File: config.mk
export PLATFORM = sky130hd
export DESIGN_NAME = pll_serial_cfg
export DESIGN_NICKNAME = d
export VERILOG_FILES = /design/src/rtl/cfg_pkg.sv /design/src/rtl/cfg_in_sync.sv /design/src/rtl/cfg_shift.sv /design/src/rtl/cfg_bank.sv /design/src/rtl/pll_serial_cfg.sv
export SDC_FILE = /design/constraint.sdc
export NUM_CORES = 1
export LEC_CHECK = 0
export BUFFER_PORTS_ARGS = -buffer_cell sky130_fd_sc_hd__buf_4
export CAP_MARGIN = 5
export CORE_ASPECT_RATIO = 0.8
export CORE_MARGIN = 2
export CORE_UTILIZATION = 37
export DETAILED_ROUTE_END_ITERATION = 8
export PLACE_DENSITY_LB_ADDON = 0.12
export SLEW_MARGIN = 5
export SYNTH_ARGS = -nofsm -noshare
export SYNTH_HDL_FRONTEND = slang
export SYNTH_SLANG_ARGS = --single-unit
File: constraint.sdc
create_clock -name clk -period 1.5 [get_ports clk]
set_input_delay 0.15 -clock clk [delete_from_list [all_inputs] [get_ports clk]]
set_output_delay 0.15 -clock clk [all_outputs]
set_load 0.005 [all_outputs]
File: src/rtl/cfg_pkg.sv
package cfg_pkg;
  localparam int CTRL_W  = 2;
  localparam int R_W     = 15;
  localparam int FLAGS_W = 5;
  localparam int AH_W    = 7;
  localparam int AL_W    = 4;
  localparam int B_W     = 11;
  localparam int WORD_W  = CTRL_W + R_W + FLAGS_W;
  localparam int LOOP_POS = 0;
  localparam int KIND_POS = 1;
  localparam int BODY_LSB = CTRL_W;
  localparam int FLAG_LSB = BODY_LSB + R_W;
  localparam int B_LSB    = BODY_LSB + AH_W;
  localparam int PRE_POS  = B_LSB + B_W;
  localparam int PD_POS   = PRE_POS + 1;

  typedef struct packed {
    logic [R_W-1:0] div;
    logic           pol;
    logic           cur;
    logic           tri_st;
    logic           lock_sel;
    logic           fout_sel;
  } ref_set_t;

  typedef struct packed {
    logic [AH_W-1:0] swal;
    logic [B_W-1:0]  main;
    logic            pre;
    logic            pd;
  } cnt_hi_t;

  typedef struct packed {
    logic [AL_W-1:0] swal;
    logic [B_W-1:0]  main;
    logic            pre;
    logic            pd;
  } cnt_lo_t;

  function automatic logic is_cnt(input logic [WORD_W-1:0] w);
    return w[KIND_POS];
  endfunction

  function automatic logic is_hi(input logic [WORD_W-1:0] w);
    return w[LOOP_POS];
  endfunction

  function automatic ref_set_t ref_of(input logic [WORD_W-1:0] w);
    ref_set_t r;
    r.div      = w[BODY_LSB +: R_W];
    r.pol      = w[FLAG_LSB];
    r.cur      = w[FLAG_LSB+1];
    r.tri_st   = w[FLAG_LSB+2];
    r.lock_sel = w[FLAG_LSB+3];
    r.fout_sel = w[FLAG_LSB+4];
    return r;
  endfunction

  function automatic cnt_hi_t cnt_hi_of(input logic [WORD_W-1:0] w);
    cnt_hi_t c;
    c.swal = w[BODY_LSB +: AH_W];
    c.main = w[B_LSB +: B_W];
    c.pre  = w[PRE_POS];
    c.pd   = w[PD_POS];
    return c;
  endfunction

  function automatic cnt_lo_t cnt_lo_of(input logic [WORD_W-1:0] w);
    cnt_lo_t c;
    c.swal = w[BODY_LSB +: AL_W];
    c.main = w[B_LSB +: B_W];
    c.pre  = w[PRE_POS];
    c.pd   = w[PD_POS];
    return c;
  endfunction
endpackage

File: src/rtl/cfg_in_sync.sv
module cfg_in_sync #(
  parameter int STAGES = 2
) (
  input  logic clk,
  input  logic rst_n,
  input  logic d_i,
  output logic lvl_o,
  output logic rise_o
);
  logic [STAGES-1:0] chain_q;
  logic              prev_q;

  always_ff @(posedge clk or negedge rst_n) begin
    if (!rst_n) begin
      chain_q <= '0;
      prev_q  <= 1'b0;
    end else begin
      chain_q[0] <= d_i;
      for (int i = 1; i < STAGES; i++) chain_q[i] <= chain_q[i-1];
      prev_q <= chain_q[STAGES-1];
    end
  end

  assign lvl_o  = chain_q[STAGES-1];
  assign rise_o = chain_q[STAGES-1] & ~prev_q;
endmodule

File: src/rtl/cfg_shift.sv
module cfg_shift #(
  parameter int W = 22
) (
  input  logic         clk,
  input  logic         rst_n,
  input  logic         shift_i,
  input  logic         bit_i,
  output logic [W-1:0] word_o
);
  always_ff @(posedge clk or negedge rst_n) begin
    if (!rst_n)       word_o <= '0;
    else if (shift_i) word_o <= {word_o[W-2:0], bit_i};
  end
endmodule

File: src/rtl/cfg_bank.sv
module cfg_bank
  import cfg_pkg::*;
(
  input  logic              clk,
  input  logic              rst_n,
  input  logic              load_i,
  input  logic [WORD_W-1:0] word_i,
  output ref_set_t [1:0]    ref_o,
  output cnt_hi_t           cnt_hi_o,
  output cnt_lo_t           cnt_lo_o
);
  localparam int LOOPS = 2;

  for (genvar g = 0; g < LOOPS; g++) begin : g_ref
    logic hit;
    assign hit = load_i && !is_cnt(word_i) && (is_hi(word_i) == (g == 1));
    always_ff @(posedge clk or negedge rst_n) begin
      if (!rst_n)   ref_o[g] <= '0;
      else if (hit) ref_o[g] <= ref_of(word_i);
    end
  end

  logic hit_cnt_hi, hit_cnt_lo;
  assign hit_cnt_hi = load_i && is_cnt(word_i) && is_hi(word_i);
  assign hit_cnt_lo = load_i && is_cnt(word_i) && !is_hi(word_i);

  always_ff @(posedge clk or negedge rst_n) begin
    if (!rst_n) begin
      cnt_hi_o <= '0;
      cnt_lo_o <= '0;
    end else begin
      if (hit_cnt_hi) cnt_hi_o <= cnt_hi_of(word_i);
      if (hit_cnt_lo) cnt_lo_o <= cnt_lo_of(word_i);
    end
  end
endmodule

File: src/rtl/pll_serial_cfg.sv
module pll_serial_cfg
  import cfg_pkg::*;
#(
  parameter int SYNC_STAGES = 2
) (
  input  logic            clk,
  input  logic            rst_n,
  input  logic            ser_clk_i,
  input  logic            ser_data_i,
  input  logic            ser_le_i,
  output logic [R_W-1:0]  ref_div_hi_o,
  output logic            pol_hi_o,
  output logic            cp_cur_hi_o,
  output logic            cp_tri_hi_o,
  output logic            lock_sel_hi_o,
  output logic            fout_sel_hi_o,
  output logic [R_W-1:0]  ref_div_lo_o,
  output logic            pol_lo_o,
  output logic            cp_cur_lo_o,
  output logic            cp_tri_lo_o,
  output logic            lock_sel_lo_o,
  output logic            fout_sel_lo_o,
  output logic [AH_W-1:0] swal_hi_o,
  output logic [B_W-1:0]  main_hi_o,
  output logic            pre_hi_o,
  output logic            pwrdn_hi_o,
  output logic [AL_W-1:0] swal_lo_o,
  output logic [B_W-1:0]  main_lo_o,
  output logic            pre_lo_o,
  output logic            pwrdn_lo_o
);
  // Named internal events for the checker
  logic              shift_evt, load_evt, data_lvl;
  logic              clk_lvl, le_lvl, data_rise;
  logic [WORD_W-1:0] word_q;
  ref_set_t [1:0]    ref_q;
  cnt_hi_t           cnt_hi_q;
  cnt_lo_t           cnt_lo_q;

  cfg_in_sync #(.STAGES(SYNC_STAGES)) u_sync_clk (
    .clk(clk), .rst_n(rst_n), .d_i(ser_clk_i), .lvl_o(clk_lvl), .rise_o(shift_evt));
  cfg_in_sync #(.STAGES(SYNC_STAGES)) u_sync_dat (
    .clk(clk), .rst_n(rst_n), .d_i(ser_data_i), .lvl_o(data_lvl), .rise_o(data_rise));
  cfg_in_sync #(.STAGES(SYNC_STAGES)) u_sync_le (
    .clk(clk), .rst_n(rst_n), .d_i(ser_le_i), .lvl_o(le_lvl), .rise_o(load_evt));

  cfg_shift #(.W(WORD_W)) u_shift (
    .clk(clk), .rst_n(rst_n), .shift_i(shift_evt), .bit_i(data_lvl), .word_o(word_q));

  cfg_bank u_bank (
    .clk(clk), .rst_n(rst_n), .load_i(load_evt), .word_i(word_q),
    .ref_o(ref_q), .cnt_hi_o(cnt_hi_q), .cnt_lo_o(cnt_lo_q));

  assign ref_div_hi_o  = ref_q[1].div;
  assign pol_hi_o      = ref_q[1].pol;
  assign cp_cur_hi_o   = ref_q[1].cur;
  assign cp_tri_hi_o   = ref_q[1].tri_st;
  assign lock_sel_hi_o = ref_q[1].lock_sel;
  assign fout_sel_hi_o = ref_q[1].fout_sel;
  assign ref_div_lo_o  = ref_q[0].div;
  assign pol_lo_o      = ref_q[0].pol;
  assign cp_cur_lo_o   = ref_q[0].cur;
  assign cp_tri_lo_o   = ref_q[0].tri_st;
  assign lock_sel_lo_o = ref_q[0].lock_sel;
  assign fout_sel_lo_o = ref_q[0].fout_sel;
  assign swal_hi_o     = cnt_hi_q.swal;
  assign main_hi_o     = cnt_hi_q.main;
  assign pre_hi_o      = cnt_hi_q.pre;
  assign pwrdn_hi_o    = cnt_hi_q.pd;
  assign swal_lo_o     = cnt_lo_q.swal;
  assign main_lo_o     = cnt_lo_q.main;
  assign pre_lo_o      = cnt_lo_q.pre;
  assign pwrdn_lo_o    = cnt_lo_q.pd;

  // Levels kept visible for debug; tie-off keeps them referenced
  logic unused_lvls;
  assign unused_lvls = clk_lvl ^ le_lvl ^ data_rise;
endmodule

**Word level (Yosys, flattened, before mapping)**

Cells that the tools add are included.

- Input bits: 5
- Logic and storage cells: 39
- Output and inout port bits: 77
- Register bits after elaboration: 107

- Reductions and logical operators: 8
- Bitwise operators: 5

Operators with widths:

| kind | number |
|---|---|
| 1-bit logical AND | 6 |
| 1-bit inverter | 3 |
| 1-bit bitwise AND | 2 |
| 1-bit logical NOT | 2 |

**Longest topological paths before layout**

- Depth in word-level cells: 4
- Depth in mapped cells: 4
- Depth with buffers taken out: 2

**Modules after synthesis**

Synthesis repeated with hierarchy kept, for this count alone.

- Cell total of the unflattened synthesis: 223
- Area, all modules: 3977.6 µm²

By module, submodules not included:

| module | instances | seq. area each (µm²) | cells an instance | area each (µm²) |
|---|---|---|---|---|
| cfg_bank | 1 | 1926.8 | 165 | 2890.3 |
| cfg_shift | 1 | 550.5 | 46 | 820.8 |
| cfg_in_sync | 3 | 75.1 | 4 | 88.8 |

**Least setup slack after synthesis**

Ideal clock, no wire load.

- Path kind: register -> register
- Start point: register u_shift.word_o[0]
- End point: register u_bank.cnt_lo_o[10] (netlist name)
- Data required time: 1375 ps
- Library setup time: 125 ps
- Setup slack: 127 ps
- Arrival: 1248 ps
- Cell stages (with the launch flop): 5
- Path buffers: 2
- Clock period less this slack: 1373 ps
- Path through: dfrtp_1 > and4bb_1 > buf_6 > buf_6 > mux2_4

- Longest elaborated chain between the ends: 2

Ends and longest elaborated chain:

| what | RTL line | source |
|---|---|---|
| from (decl) | cfg_shift.sv:8 | `output logic [W-1:0] word_o` |
| from (signal assigned) | cfg_shift.sv:12 | `else if (shift_i) word_o <= {word_o[W-2:0], bit_i};` |
| 1-bit logical NOT | cfg_bank.sv:25 | `assign hit_cnt_lo = load_i && is_cnt(word_i) && !is_hi(word_i);` |
| 1-bit logical AND | cfg_bank.sv:25 |  |
| to (signal assigned) | cfg_bank.sv:33 | `if (hit_cnt_lo) cnt_lo_o <= cnt_lo_of(word_i);` |
| to (decl) | cfg_bank.sv:10 | `output cnt_lo_t cnt_lo_o` |

Every way passes these cells.
A chain may end at the register's enable or synchronous reset.

**Final worst setup path**

- Start point: register u_sync_le.prev_q
- End point: register u_bank.ref_o[9] (netlist name)

- Longest elaborated chain between the ends: 4

Ends and longest elaborated chain:

| what | RTL line | source |
|---|---|---|
| from (decl) | cfg_in_sync.sv:11 | `logic prev_q;` |
| from (signal assigned) | cfg_in_sync.sv:20 | `prev_q <= chain_q[STAGES-1];` |
| 1-bit inverter | cfg_in_sync.sv:25 | `assign rise_o = chain_q[STAGES-1] & ~prev_q;` |
| 1-bit bitwise AND | cfg_in_sync.sv:25 |  |
| 1-bit logical AND (2 in a row) | cfg_bank.sv:16 | `assign hit = load_i && !is_cnt(word_i) && (is_hi(word_i) == (g == 1));` |
| to (signal, indexed assignment) | cfg_bank.sv:19 | `else if (hit) ref_o[g] <= ref_of(word_i);` |
| to (decl) | cfg_bank.sv:8 | `output ref_set_t [1:0] ref_o,` |

Every way passes these cells.

==> implementation parameters <==
Parameter                              Value

Global routing
  Global-route usage over all layers ... 0.1492
  Antenna violations before repair ... 0
  First-pass GRT wire length ... 12880 um
  Largest net degree at the start of global routing ... 48
  Number of global-route vias before repair ... 2352
  Remaining global-route overflow ... 0

Cells and area
  Final cell count without fillers ... 470
  Area used by multi-input combinational logic ... 1252 um2
  Layout Area Growth over Synthesis ... 32.13%
  Final net count ... 330
  Final core utilization ... 0.5059
  Number of diodes ... 0
  Fraction of final layout cells with drive strength greater than 1 ... 0.6576
  Area occupied by registers ... 2679 um2
  Count of fill cells added during filler insertion ... 912
  Final design area excluding fillers ... 5223 um2

Pwr
  Relative contribution of combinational cells to total power ... 0.235
  Power dissipated by switching net loads ... 2180 uW
  Internal power ... 6235 uW
  Pwr dens ... 1611 nW/um2
  Total chip power ... 8415 uW
  Static leakage ... 0.002627 uW
  Net switching share of the total power ... 0.2591
  Clock network power share ... 0.260
  Worst IR Drop VDD ... 730.0 uV
  Sequential share of power ... 0.505

Routing
  Number of nets still failing antenna checks after routing ... 0
  Average wire per cell in the routed design ... 16.60 um
  Routed via count divided by cell count ... 4.709
  Met2 routed wirelength ... 3631 um
  Wire length on met3 ... 497 um
  Uppermost layer routed ... met4
  DRC violations left ... 0
  Metal-1 WL ... 3585 um
  Detailed Routing Iterations Pass 1 ... 4
  Vias after detailed routing ... 2213
  Final WL ... 7801 um
  DR iter-0 viols ... 80

Clock tree
  Sinks on the clock net ... 107
  CTS buffer count ... 9
  Maximum count of clock buffers along a single path ... 2
  Clock edge transition at the registers on the reported setup and hold paths ... 0.07 ns
  Root buffer selected by CTS ... sky130_fd_sc_hd__clkbuf_16
  Clock latency on the worst-skew pair ... 0.34 ns
  CTS tree ... yes
  H-Tree Level Count ... 3

Floorplanning
  Total Die Area ... 11530 um2
  Effective utilization at floorplan ... 0.3829
  Width of the die ... 119.6 um
  Core area ... 10320 um2
  Vert. Die Dim ... 96.45 um
  Number of primary I/O pins ... 82
  Floorplan row count ... 33

Hold path
  Worst hold path type ... in -> async

STA
  Setup violations, final ... 0
  Final count of hold timing violations ... 0
  Final critical-path share of the clock period ... 0.9846
  Pins over their slew limit ... 0
  Setup repair after global routing missed its margin ... yes
  Max frequency ... 677.1 MHz
  Worst slew pin tran ... 0.3799 ns
  Worst relative slew slack ... 0.7467
  Shortest clock period the worst path allows after layout ... 1.477 ns
  Clock Skew ... 0.006133 ns
  Sum of negative setup slack ... 0 ns

Synthesis
  Average footprint of a synthesized cell ... 17.88 um2
  Synth warnings ... 0
  Part of the Yosys area used for sequential elements ... 0.6774
  Synthesized Nets ... 226
  Number of synthesized register bits ... 107
  Cells after synthesis ... 221
  Distinct cell type count after synthesis ... 12
  Cell area after synthesis ... 3953 um2

Status
  Outcome ... completed

Critical path
  Startpoint type of the worst setup path ... flip-flop
  Timing startpoint of the critical path ... u_sync_le.prev_q
  Critical path peak fanout ... 4
  Buf/Inv on CP ... 2
  Critical Path AT ... 1.71 ns
  Dominant delay contributor by cell family on the critical path ... flip-flops
  FF-to-FF Start ... u_sync_le.prev_q
  Slowest-stage cell, CP ... sky130_fd_sc_hd__dfrtp_1
  Slack of the worst reg-to-reg path ... 0.02 ns
  Capture point of the worst reg-to-reg path ... u_bank.ref_o[9]
  Cell-by-cell trace of the critical path ... nor4b_4, buf_4, buf_4, mux2_2
  Req. time, crit path ... 1.73 ns
  Cell repeated most along the worst path ... sky130_fd_sc_hd__buf_4
  Worst setup EP type ... flip-flop
  Critical path class ... reg -> reg
  Delay of the slowest cell on the worst path ... 0.43 ns
  Count of cells along the worst register-to-register path ... 4

Placed design
  Total half-perimeter wirelength after legalization and detailed placement ... 5287 um
  RD Place Congestion ... 0.6514
  Placed cell areas ... 4837 um2
  Total placed cells including tap cells ... 448
  Count of buffers inserted at the top-level ports ... 81

Flow run
  Max-cap violations ... 0
state kept, by name, summed over array words and instances (netlist names):
name / flops
u_bank.ref_o: 40
u_shift.word_o: 22
u_bank.cnt_hi_o: 20
u_bank.cnt_lo_o: 17
u_sync_clk.chain_q: 2
u_sync_dat.chain_q: 2
u_sync_le.chain_q: 2
u_sync_clk.prev_q: 1
u_sync_le.prev_q: 1
synth_stat cells:
| cell | instances | area share |
|---|---|---|
| sky130_fd_sc_hd__and4bb_1 | 1 | 0.0032 |
| sky130_fd_sc_hd__nand4b_1 | 1 | 0.0022 |
| sky130_fd_sc_hd__buf_2 | 6 | 0.0076 |
| sky130_fd_sc_hd__mux2_2 | 88 | 0.25 |
| sky130_fd_sc_hd__and4bb_2 | 1 | 0.0032 |
| sky130_fd_sc_hd__buf_4 | 2 | 0.0038 |
| sky130_fd_sc_hd__nor2b_1 | 1 | 0.0016 |
| sky130_fd_sc_hd__buf_6 | 2 | 0.0057 |
| sky130_fd_sc_hd__dfrtp_1 | 107 | 0.68 |
| sky130_fd_sc_hd__mux2_4 | 10 | 0.038 |
| sky130_fd_sc_hd__mux2_1 | 1 | 0.0028 |
| sky130_fd_sc_hd__nor4b_2 | 1 | 0.0038 |
area by class of cell:
type / instances / area share
Sequential cell: 107 / 0.5129
Tap cell: 140 / 0.03354
Clock buffer: 11 / 0.04839
Multi-Input combinational cell: 104 / 0.2398
Timing Repair Buffer: 103 / 0.1600
Clock inverter: 5 / 0.005271
placed cells by master (no fill, tap or decap):
cell type                       count
sky130_fd_sc_hd__mux2_2            79
sky130_fd_sc_hd__dfrtp_1          106
sky130_fd_sc_hd__nor4b_4            1
sky130_fd_sc_hd__buf_8              1
sky130_fd_sc_hd__nand4b_1           1
sky130_fd_sc_hd__clkbuf_8           2
sky130_fd_sc_hd__dlygate4sd3_1      4
sky130_fd_sc_hd__and4bb_1           1
sky130_fd_sc_hd__buf_12             3
sky130_fd_sc_hd__mux2_1             1
sky130_fd_sc_hd__buf_4             93
sky130_fd_sc_hd__nor2b_2            1
sky130_fd_sc_hd__mux2_4            19
sky130_fd_sc_hd__and4bb_2           1
sky130_fd_sc_hd__buf_6              2
sky130_fd_sc_hd__clkinvlp_4         1
sky130_fd_sc_hd__clkbuf_16          9
sky130_fd_sc_hd__dfrtp_2            1
sky130_fd_sc_hd__clkinv_2           4
routing by layer:
metal,GRT usage,vias up
li1,-,992
met1,0.1915,1156
met2,0.2348,58
met3,0.05575,7
met4,0.05294,0
met5,0,-
per-stage QoR:
step | hold slack [ns] | setup slack [ns]
2_1_floorplan | -0.1456 | 0.1267
3_3_place_gp | 0.05818 | 0.05061
3_5_place_dp | 0.05917 | 0.003692
4_1_cts | 0.2355 | -0.008883
5_1_grt | 0.2496 | -0.03371
6_report | 0.2365 | 0.02314
worst reg2reg max path, stage by stage, from the launching register on:
cell and delay [ns]:
sky130_fd_sc_hd__dfrtp_1 0.43, sky130_fd_sc_hd__nor4b_4 0.28, sky130_fd_sc_hd__buf_4 0.18, sky130_fd_sc_hd__buf_4 0.15, sky130_fd_sc_hd__mux2_2 0.33
cell families (layout without fill, tap and decap cells):
group	after synthesis	count (layout)	share of synthesized area
muxes	99	99	0.2915
DFF	107	107	0.6774
buffers and inverters	10	119	0.01709
and+or+nand+nor	5	5	0.01393
worst max-delay path by stage:
stage | to | slack, ns | cells after the start
4_1_cts | u_bank.ref_o[0] | -0.009 | 3
2_1_floorplan | u_bank.cnt_lo_o[10] | 0.13 | 4
3_3_place_gp | u_bank.ref_o[0] | 0.05 | 3
5_1_grt | u_bank.ref_o[5] | -0.03 | 4
6_report | u_bank.ref_o[9] | 0.02 | 4
3_5_place_dp | u_bank.ref_o[0] | 0.004 | 3
power by group through the flow:
stage | Clock [uW] | Combinational, uW | Sequential [uW]
after floorplan | 0 | 835 | 4170
after global placement | 0 | 1950 | 4280
after detailed placement | 0 | 1970 | 4300
after CTS | 2280 | 1980 | 4270
after global routing | 2400 | 2170 | 4390
final | 2190 | 1980 | 4250
repair_timing:
action / 4_1_cts / 5_1_grt
cloned: 0 / 1
endpoints found under the setup margin: 2 / 27
pin swaps: 0 / 1
buffers inserted: 0 / 1
resized for setup: 0 / 15
hold buffers: 4 / 0
hold endpoints to repair: 33 / 0
No activity file was read; power rests on OpenSTA's default activity.
